File: config.mk
export PLATFORM = sky130hd
export DESIGN_NAME = flash_cs_window_dec
export DESIGN_NICKNAME = d
export VERILOG_FILES = /design/src/rtl/flash_win_pkg.sv /design/src/rtl/fcw_seg_regs.sv /design/src/rtl/fcw_win_cmp.sv /design/src/rtl/fcw_prio_sel.sv /design/src/rtl/flash_cs_window_dec.sv
export SDC_FILE = /design/constraint.sdc
export NUM_CORES = 1
export LEC_CHECK = 0
export CAP_MARGIN = 20
export CORE_MARGIN = 2
export CORE_UTILIZATION = 35
export DETAILED_ROUTE_END_ITERATION = 8
export PLACE_DENSITY = 0.66
export SYNTH_ARGS = -nofsm -noshare
export SYNTH_HDL_FRONTEND = slang
export SYNTH_SLANG_ARGS = --single-unit
File: constraint.sdc
create_clock -name clk -period 5.7 [get_ports clk]
set_input_delay 1.14 -clock clk [delete_from_list [all_inputs] [get_ports clk]]
set_output_delay 1.14 -clock clk [all_outputs]
set_load 0.02 [all_outputs]
File: src/rtl/flash_win_pkg.sv
package flash_win_pkg;

  localparam int unsigned SEG_FIELD_W = 8;
  localparam int unsigned SEG_WORD_W  = 32;
  localparam int unsigned SEG_PAD_W   = SEG_WORD_W - 2 * SEG_FIELD_W;

  // upper bound in the high byte, lower bound below it
  typedef struct packed {
    logic [SEG_FIELD_W-1:0] lim;
    logic [SEG_FIELD_W-1:0] base;
  } seg_t;

  function automatic seg_t word_to_seg(input logic [SEG_WORD_W-1:0] w);
    seg_t s;
    s.lim  = w[SEG_WORD_W-1 -: SEG_FIELD_W];
    s.base = w[SEG_WORD_W-1-SEG_FIELD_W -: SEG_FIELD_W];
    return s;
  endfunction

  function automatic logic [SEG_WORD_W-1:0] seg_to_word(input seg_t s);
    return {s.lim, s.base, {SEG_PAD_W{1'b0}}};
  endfunction

  function automatic logic seg_is_open(input seg_t s);
    return s.base < s.lim;
  endfunction

endpackage

File: src/rtl/fcw_seg_regs.sv
module fcw_seg_regs
  import flash_win_pkg::*;
#(
  parameter int unsigned NUM_CS   = 3,
  parameter int unsigned CFG_AW   = 8,
  parameter int unsigned REG_BASE = 'h30
) (
  input  logic                        clk,
  input  logic                        rst_n,
  input  logic                        cfg_wr,
  input  logic [CFG_AW-1:0]           cfg_addr,
  input  logic [SEG_WORD_W-1:0]       cfg_wdata,
  output logic [SEG_WORD_W-1:0]       cfg_rdata,
  output seg_t [NUM_CS-1:0]           seg_q
);

  localparam int unsigned STRIDE = 4;

  logic [NUM_CS-1:0] reg_sel;
  logic              unused_lo;

  assign unused_lo = ^cfg_wdata[SEG_PAD_W-1:0];

  for (genvar n = 0; n < NUM_CS; n++) begin : g_reg
    assign reg_sel[n] = (cfg_addr == CFG_AW'(REG_BASE + STRIDE * n));

    always_ff @(posedge clk) begin
      if (!rst_n) begin
        seg_q[n] <= '0;
      end else if (cfg_wr && reg_sel[n]) begin
        seg_q[n] <= word_to_seg(cfg_wdata);
      end
    end
  end

  always_comb begin
    cfg_rdata = '0;
    for (int n = 0; n < NUM_CS; n++) begin
      if (reg_sel[n]) cfg_rdata |= seg_to_word(seg_q[n]);
    end
  end

endmodule

File: src/rtl/fcw_win_cmp.sv
module fcw_win_cmp
  import flash_win_pkg::*;
#(
  parameter int unsigned ADDR_W     = 32,
  parameter int unsigned UNIT_SHIFT = 23
) (
  input  seg_t              seg,
  input  logic [ADDR_W-1:0] addr,
  output logic              open,
  output logic              hit,
  output logic [ADDR_W-1:0] lo_byte
);

  logic [ADDR_W-1:0] hi_byte;

  assign lo_byte = ADDR_W'(seg.base) << UNIT_SHIFT;
  assign hi_byte = ADDR_W'(seg.lim) << UNIT_SHIFT;
  assign open    = seg_is_open(seg);
  assign hit     = open && (addr >= lo_byte) && (addr < hi_byte);

endmodule

File: src/rtl/fcw_prio_sel.sv
module fcw_prio_sel #(
  parameter int unsigned NUM_CS = 3,
  parameter int unsigned ADDR_W = 32
) (
  input  logic                           valid,
  input  logic [ADDR_W-1:0]              addr,
  input  logic [NUM_CS-1:0]              win_hit,
  input  logic [NUM_CS-1:0][ADDR_W-1:0]  win_lo,
  output logic [NUM_CS-1:0]              grant,
  output logic                           miss,
  output logic [ADDR_W-1:0]              offset
);

  logic [NUM_CS-1:0] cand;
  logic [ADDR_W-1:0] sel_lo;

  assign cand  = valid ? win_hit : '0;
  assign grant = cand & (~cand + NUM_CS'(1));
  assign miss  = valid && (cand == '0);

  always_comb begin
    sel_lo = '0;
    for (int n = 0; n < NUM_CS; n++) begin
      if (grant[n]) sel_lo |= win_lo[n];
    end
  end

  assign offset = (grant != '0) ? (addr - sel_lo) : '0;

endmodule

File: src/rtl/flash_cs_window_dec.sv
module flash_cs_window_dec
  import flash_win_pkg::*;
#(
  parameter int unsigned NUM_CS     = 3,
  parameter int unsigned ADDR_W     = 32,
  parameter int unsigned CFG_AW     = 8,
  parameter int unsigned REG_BASE   = 'h30,
  parameter int unsigned UNIT_SHIFT = 23
) (
  input  logic                  clk,
  input  logic                  rst_n,
  input  logic                  cfg_wr,
  input  logic [CFG_AW-1:0]     cfg_addr,
  input  logic [31:0]           cfg_wdata,
  output logic [31:0]           cfg_rdata,
  input  logic                  bus_valid,
  input  logic [ADDR_W-1:0]     bus_addr,
  output logic [NUM_CS-1:0]     cs_hit,
  output logic                  miss,
  output logic [ADDR_W-1:0]     win_offset
);

  seg_t [NUM_CS-1:0]             seg_q;
  logic [NUM_CS-1:0]             win_open;
  logic [NUM_CS-1:0]             win_hit;
  logic [NUM_CS-1:0][ADDR_W-1:0] win_lo;

  fcw_seg_regs #(
    .NUM_CS   (NUM_CS),
    .CFG_AW   (CFG_AW),
    .REG_BASE (REG_BASE)
  ) u_regs (
    .clk       (clk),
    .rst_n     (rst_n),
    .cfg_wr    (cfg_wr),
    .cfg_addr  (cfg_addr),
    .cfg_wdata (cfg_wdata),
    .cfg_rdata (cfg_rdata),
    .seg_q     (seg_q)
  );

  for (genvar n = 0; n < NUM_CS; n++) begin : g_win
    fcw_win_cmp #(
      .ADDR_W     (ADDR_W),
      .UNIT_SHIFT (UNIT_SHIFT)
    ) u_cmp (
      .seg     (seg_q[n]),
      .addr    (bus_addr),
      .open    (win_open[n]),
      .hit     (win_hit[n]),
      .lo_byte (win_lo[n])
    );
  end

  fcw_prio_sel #(
    .NUM_CS (NUM_CS),
    .ADDR_W (ADDR_W)
  ) u_sel (
    .valid   (bus_valid),
    .addr    (bus_addr),
    .win_hit (win_hit),
    .win_lo  (win_lo),
    .grant   (cs_hit),
    .miss    (miss),
    .offset  (win_offset)
  );

endmodule

==> results of run 1 <==
## worst max path at each step
stage                            start              to  cells past startpoint
after floorplan           bus_addr[25]  win_offset[30]                     14
after global placement    bus_addr[30]  win_offset[31]                     20
after detailed placement  bus_addr[30]  win_offset[31]                     18
after CTS                  bus_addr[0]  win_offset[31]                     17
after global routing      bus_addr[24]  win_offset[31]                     20
final                     bus_addr[26]  win_offset[31]                     19
## stage by stage
step	utilization	area [um^2]	setup WS, ns
floorplan	-	4980	-0.00307
global placement	0.484	6690	-1.06
detailed placement	0.485	6700	-1.15
CTS	0.525	7260	-0.0424
global route	0.542	7490	-0.149
finish	0.542	7490	-0.00147
## cell families (layout without fill, tap and decap cells)
kind of cell	count (synthesis)	count (layout)	share of synthesized area
adders and majority gates	75	75	0.192
and+or+nand+nor	193	193	0.201
xor gates and xnor gates	5	5	0.00890
buffers and inverters	98	272	0.0931
muxes	48	48	0.0977
DFF	48	48	0.195
other	1	16	0.000762
AOI/OAI and AO/OA	137	137	0.211
## layer usage
metal / share of wire / vias up / wire length [um]
met4: 0.027 / 0 / 459
met3: 0.058 / 30 / 983
met2: 0.47 / 207 / 7970
met1: 0.44 / 2406 / 7420
met5: 0 / - / 0
li1: - / 2506 / -
## power breakdown
group	switching [mW]	leakage, nW	total, mW	internal, mW
Sequential	0.000407	0.386	0.336	0.336
Clock	0.124	0.0667	0.284	0.160
Combinational	0.106	2.74	0.216	0.110
## worst max-delay path, stage by stage
cell and delay, ns:
clkbuf_4 0.18, ha_4 0.19, a211oi_2 0.24, nor2_2 0.10, nor4_4 0.34, a21oi_4 0.11
buf_6 0.14, a211o_1 0.26, a31oi_2 0.18, ha_2 0.19, inv_2 0.04, fa_2 0.34
a21o_1 0.17, a21oi_2 0.15, o21bai_1 0.10, a21oi_2 0.17, o21bai_1 0.09, a221oi_2 0.25
buf_4 0.18
## cell type report
cell class,count,share of cell area
multi-input combinational,474,0.543
timing repair buffer,210,0.253
sequential,48,0.128
tap,180,0.0301
inverter,55,0.0279
clock buffer,6,0.0172
clock inverter,1,0.000668
## layout by cell type, fill, tap and decap left out, types with 10 or more instances in the layout
| master | instances |
|---|---|
| clkdlybuf4s50_1 | 70 |
| nor2b_1 | 38 |
| nand3_1 | 11 |
| dfxtp_1 | 48 |
| buf_6 | 18 |
| conb_1 | 16 |
| ha_4 | 14 |
| a21boi_0 | 13 |
| nand4_1 | 12 |
| a21boi_1 | 21 |
| a21oi_1 | 20 |
| a21o_1 | 10 |
| nor2_1 | 45 |
| buf_4 | 84 |
| mux2i_1 | 48 |
| buf_2 | 12 |
| nand2_1 | 38 |
| ha_1 | 59 |
| inv_1 | 52 |
| and3_1 | 10 |
## what timing repair did
action / in CTS / in global routing
cloned: 1 / 0
pin swaps: 44 / 40
setup endpoints to repair: 9 / 9
resized for setup: 180 / 44
setup buffers: 18 / 4
endpoints found under the hold margin: 0 / 0
==> key figures, run 1 <==
Run status
  • Status: finished, violations left
  • Failing checks: setup timing

GRT
  • Remaining Overflow, GRT: 0
  • GRT met3 Usage: 0.0274
  • Largest net degree at the start of global routing: 29
  • Met1 usage: 0.271
  • Total Routing Usage GR: 0.218
  • Vias in the first global route: 5153
  • GR Util met2: 0.384
  • Busiest grt layer: met2
  • Antenna violations before repair: 0
  • First-pass GRT wire length: about 26000 um

Clock network
  • Clock Path Buffers: 2
  • Worst-path clk slew: approximately 0.06 ns
  • H-tree depth: 2
  • Hold-fix buffers, CTS: 0
  • Clock root cell: clkbuf_16
  • Clk_lat worst skew: slightly below 0.3 ns
  • CTS Buf Count: 5
  • CTS tree: yes
  • Total clock sinks: 48

Floorplanning
  • Die area: 0.0150 mm^2
  • Row count: 43
  • Die Width: 123 um
  • Initial Utilization: 0.356
  • IO Pins: ~140
  • Core footprint: around 0.014 mm^2
  • Die height: 123 um

Route
  • WL per Instance: between 15 and 20 um
  • Initial drt markers: about 210
  • DRC viols: 0
  • Post-Route WL: 16800 um
  • Post-route ant nets: 0
  • DR vias: roughly 5100
  • Vias per cell: about 5.3
  • First-pass DRT Iterations: 4

Place
  • GP Congestion: 0.886
  • PortBufs: about 110
  • Final HPWL from detailed placement: between 10000 and 15000 um
  • Dpl cells: approximately 940

Synth
  • Top cell type's share of synthesized area: 0.195
  • Ys async rst share: 0
  • Warnings, synthesis: 0
  • Post-Syn Instances: around 610
  • Synth cell count leaders: ha_1, inv_1, dfxtp_1, mux2i_1, nor2_1
  • Avg Inst Size Synth: between 8 and 9 um^2
  • Ys flop type: dfxtp_1
  • Synth area leaders: dfxtp_1, ha_1, mux2i_1, nor2b_1, inv_1
  • Cell with the most instances after synthesis: ha_1
  • Post-synth EDFFs: 0
  • Synth cell types: 58
  • Post-synthesis register bit count: 48
  • Post-Synthesis Cell Area: approximately 0.0049 mm^2
  • Largest area contributor in the netlist: dfxtp_1
  • Sequential-to-total area share from yosys stat: 0.195

Pwr
  • Total power: approximately 0.84 mW
  • Leak: ~3.2 nW
  • Peak supply drop: around 150 uV
  • Cell Pwr Density: ~110 mW/mm^2

Finish
  • Largest register by flop count: u_regs.seg_q
  • # fillers: 1243
  • Top flop regs: u_regs.seg_q: 48 flops
  • ANT cells: 0
  • Layout Nets: 945
  • Area of the multi-input gates: about 0.0041 mm^2
  • Area grow syn2layout: 52.2%
  • Largest register FFs: 48
  • Share of cells above drive strength 1: 0.263
  • Register area: ~960 um^2
  • Layout Cells excl Fill: between 900 and 1000

Worst setup path
  • Worst R2R End: u_regs.seg_q[0]
  • Critical Path AT: 4.56 ns
  • Crit. End Element: output port
  • Worst r2r path cells: 3
  • CP Launch Type: primary input
  • Worst path required time: between 4 and 5 ns
  • R2R Path Start: u_regs.seg_q[0]
  • WS Path Type: primary input to output port
  • Critical path peak fanout: 5
  • Worst R2R Setup Slack: about 5 ns

Hold path
  • Hold Crit Class: register to register
  • Worst hold stages: 2
  • Hold worst-path end: u_regs.seg_q[9]
  • Worst hold start: u_regs.seg_q[9]

STA
  • Hold Vio Cnt, Final: 0
  • Pins Over Slew Limit: 0
  • PnR worst setup slack: -0.00147 ns
  • RSZ-0062 raised after global routing: true
  • Relative slew margins: 0.290
  • Slew @ Worst Pin: between 1 and 1.5 ns
  • Final hold slack: around 0.48 ns
  • Worst Skew: 0 ns
  • FMAX: between 150 and 200 MHz
  • Minimum clock period: approximately 5.7 ns
  • Final Setup Violations: 1
  • Setup TNS: -0.00147 ns
  • Crit share post-route: 1.00

Run
  • Max-Cap Viols: 0
Power figures use the tool's default switching activity.
==> inputs of run 2 (changes only) <==
Settings changed: PLACE_DENSITY 0.66 to 0.67.
==> run 2 against run 1 <==
Against the previous run: fmax shrank 1.8%; clock power is essentially flat; register-to-register slack is essentially flat; sequential power is essentially flat; largest power group unchanged; sequential share of layout area grew 0.49 points; the flow still finishes with violations (setup timing); critical endpoint unchanged; critical path depth grew 3; combinational power shrank 2%; core utilization shrank 2.0 points.
==> key figures, run 2 (synthesized netlist as in run 1, its figures left out) <==
Run status
  • Status: finished, violations left
  • Failing checks: setup timing

Floorplanning
  • Die Width: 123 um (unchanged)
  • IO Pins: 144 (unchanged)
  • Initial Utilization: 0.356 (unchanged)
  • Die area: 0.0150 mm^2 (unchanged)
  • Core footprint: 0.0138 mm^2 (unchanged)
  • Die height: 123 um (unchanged)
  • Row count: 43 (unchanged)

Clock network
  • Clock Path Buffers: 2 (unchanged)
  • CTS Buf Count: 5 (unchanged)
  • CTS tree: yes
  • Clk_lat worst skew: 0.29 ns (about the same)
  • Worst-path clk slew: 0.07 ns (about the same)
  • Total clock sinks: 48 (unchanged)
  • H-tree depth: 2 (unchanged)
  • Clock root cell: clkbuf_16

Worst setup path
  • Number of cells on the critical path: 22 (+3)
  • Crit-path slowest cell: fa_2
  • Top cell family by delay on the critical path: compound AO/OA/AOI/OAI gates
  • CP Launch Type: primary input
  • WS Path Type: primary input to output port
  • Worst path required time: 4.56 ns (about the same)
  • Critical Path AT: 4.66 ns (+0.10 ns)
  • Worst r2r path cells: 3 (unchanged)
  • Bufs and invs on worst path: 7 (+3)
  • Most common cell on crit path: buf_4
  • Crit-path max cell delay: 0.34 ns (about the same)
  • Critical path peak fanout: 5 (unchanged)
  • CP cell instances: buf_6, buf_6, buf_4, buf_4, ha_1, and3b_1, nand2_1, nand4_1, buf_4, a211oi_4, nand2_2, a31oi_4, ha_2, inv_2, fa_2, a21o_1, a21oi_2, o21bai_1, a21oi_1, o21bai_1, a221oi_2, buf_4
  • Crit. End Element: output port

GRT
  • Vias in the first global route: 5142 (-0.21%)
  • First-pass GRT wire length: 25400 um (-1.3%)
  • Met1 usage: 0.265 (-0.00576)
  • Remaining Overflow, GRT: 0 (unchanged)
  • GRT met3 Usage: 0.0297 (+0.00232)
  • Total Routing Usage GR: 0.213 (-0.00499)
  • Largest net degree at the start of global routing: 28 (-3.4%)
  • Busiest grt layer: met2
  • Antenna violations before repair: 0 (unchanged)
  • GR Util met2: 0.380 (-0.00382)

Route
  • Post-Route WL: 16300 um (-3.2%)
  • Vias per cell: 5.26 (-0.58%)
  • WL per Instance: 16.9 um (-2.0%)
  • First-pass DRT Iterations: 5 (+1)
  • DR vias: 5056 (-1.8%)
  • Initial drt markers: 199 (-2.9%)
  • Post-route ant nets: 0 (unchanged)
  • DRC viols: 0 (unchanged)

Pwr
  • Clock share of power: 0.342 (+0.002)
  • Peak supply drop: 141 uV (-6.5%)
  • Sw Ratio: 0.276 (about the same)
  • Cell Pwr Density: 115 mW/mm^2 (+3.4%)
  • Internal Pwr Total: 0.603 mW (-0.38%)
  • Gate power share: 0.254 (-0.004)
  • Leak: 3.06 nW (-3.9%)
  • Sequential power share: 0.404 (+0.002)
  • Net Switching: 0.230 mW (-0.48%)
  • Total power: 0.833 mW (-0.41%)

Hold path
  • Hold Crit Class: register to register
  • Worst hold stages: 2 (unchanged)

STA
  • Slew @ Worst Pin: 1.13 ns (+0.0714 ns)
  • RSZ-0062 raised after global routing: true
  • Crit share post-route: 1.02 (+0.0180)
  • Hold Vio Cnt, Final: 0 (unchanged)
  • PnR worst setup slack: -0.104 ns (-0.102 ns)
  • Final Setup Violations: 3 (+2)
  • Minimum clock period: 5.80 ns (+0.102 ns)
  • FMAX: 172 MHz (-1.8%)
  • Relative slew margins: 0.243 (-0.0467)
  • Pins Over Slew Limit: 0 (unchanged)
  • Worst Skew: 0 ns (unchanged)

Finish
  • Area of the multi-input gates: 0.00394 mm^2 (-3.0%)
  • Top flop regs: u_regs.seg_q: 48 flops
  • Fin area: 0.00722 mm^2 (-3.6%)
  • Layout Utilization: 0.522 (-0.0197)
  • Area grow syn2layout: 46.7%
  • Most frequent cells in the layout: buf_4, clkdlybuf4s50_1, ha_1
  • Largest register FFs: 48 (unchanged)
  • ANT cells: 0 (unchanged)
  • Largest register by flop count: u_regs.seg_q
  • Layout Cells excl Fill: 962 (-1.2%)
  • Layout Nets: 933 (-1.3%)
  • # fillers: 1275 (+2.6%)
  • Register area: 961 um^2 (unchanged)
  • Commonest non-fill, non-tap cell in the layout: buf_4
  • Share of cells above drive strength 1: 0.234 (-0.0292)

Place
  • Place WS: -1.33 ns (-0.184 ns)
  • Instance area at placement: 0.00670 mm^2 (unchanged)
  • Final HPWL from detailed placement: 12700 um (-0.53%)
  • Dpl cells: 944 (unchanged)
  • GP Congestion: 0.954 (+7.7%)
  • PortBufs: 111 (unchanged)

Run
  • Max-Cap Viols: 0 (unchanged)
[run 2: changes by cell type in the layout (fill, tap and decap cells not counted), moves of 2 or more]
| cell | previous run | this run |
|---|---|---|
| ha_4 | 14 | 5 |
| ha_1 | 59 | 67 |
| buf_6 | 18 | 10 |
| clkdlybuf4s15_1 | 9 | 3 |
| buf_12 | 3 | 1 |
| o31ai_4 | 2 | 0 |
| buf_4 | 84 | 79 |
| clkdlybuf4s15_2 | 0 | 2 |
| dlygate4sd2_1 | 7 | 15 |
[run 2: path summary, 6_finish.rpt]
kind | startpoint | endpoint | slack (ns)
min | u_regs.seg_q[15] | u_regs.seg_q[15] | 0.49
max reg2reg | u_regs.seg_q[19] | u_regs.seg_q[19] | 4.87
max | bus_addr[30] | win_offset[31] | -0.10
min reg2reg | u_regs.seg_q[15] | u_regs.seg_q[15] | 0.49
[run 2: final cells by class]
cell class                      count  share of cell area
Clock buffer                        6              0.0179
Clock inverter                      1            0.000694
Inverter                           55              0.0286
Multi-Input combinational cell    474               0.547
Sequential cell                    48               0.133
Tap cell                          180              0.0312
Timing Repair Buffer              198               0.242
[run 2: metal layers]
metal | vias up | routed length (um)
li1 | 2478 | -
met1 | 2351 | 7170
met2 | 203 | 7770
met3 | 24 | 1040
met4 | 0 | 313
met5 | - | 0
[run 2: worst min-delay path, stage by stage (launching register included)]
cell	delay, ns
dfxtp_1	0.32
nand2_1	0.05
a21boi_0	0.07
[run 2: through the flow]
step / TNS, ns / hold WS (ns)
finish: -0.199 / 0.488
global route: -0.900 / 0.515
CTS: -0.263 / 0.488
detailed placement: -8.04 / 0.479
global placement: -6.81 / 0.469
floorplan: -0.00307 / 0.447
[run 2: repair_timing]
action	4_1_cts	5_1_grt
hold buffers	0	0
setup buffers	8	3
resized for setup	152	30
setup endpoints to repair	11	7
pin swaps	35	37
[run 2: power by group through the flow]
stage | clock network (mW) | logic [mW] | registers, mW
after CTS | 0.289 | 0.201 | 0.336
after global routing | 0.305 | 0.229 | 0.336
after detailed placement | 0 | 0.188 | 0.344
after floorplan | 0 | 0.0932 | 0.344
final | 0.285 | 0.212 | 0.336
after global placement | 0 | 0.183 | 0.344
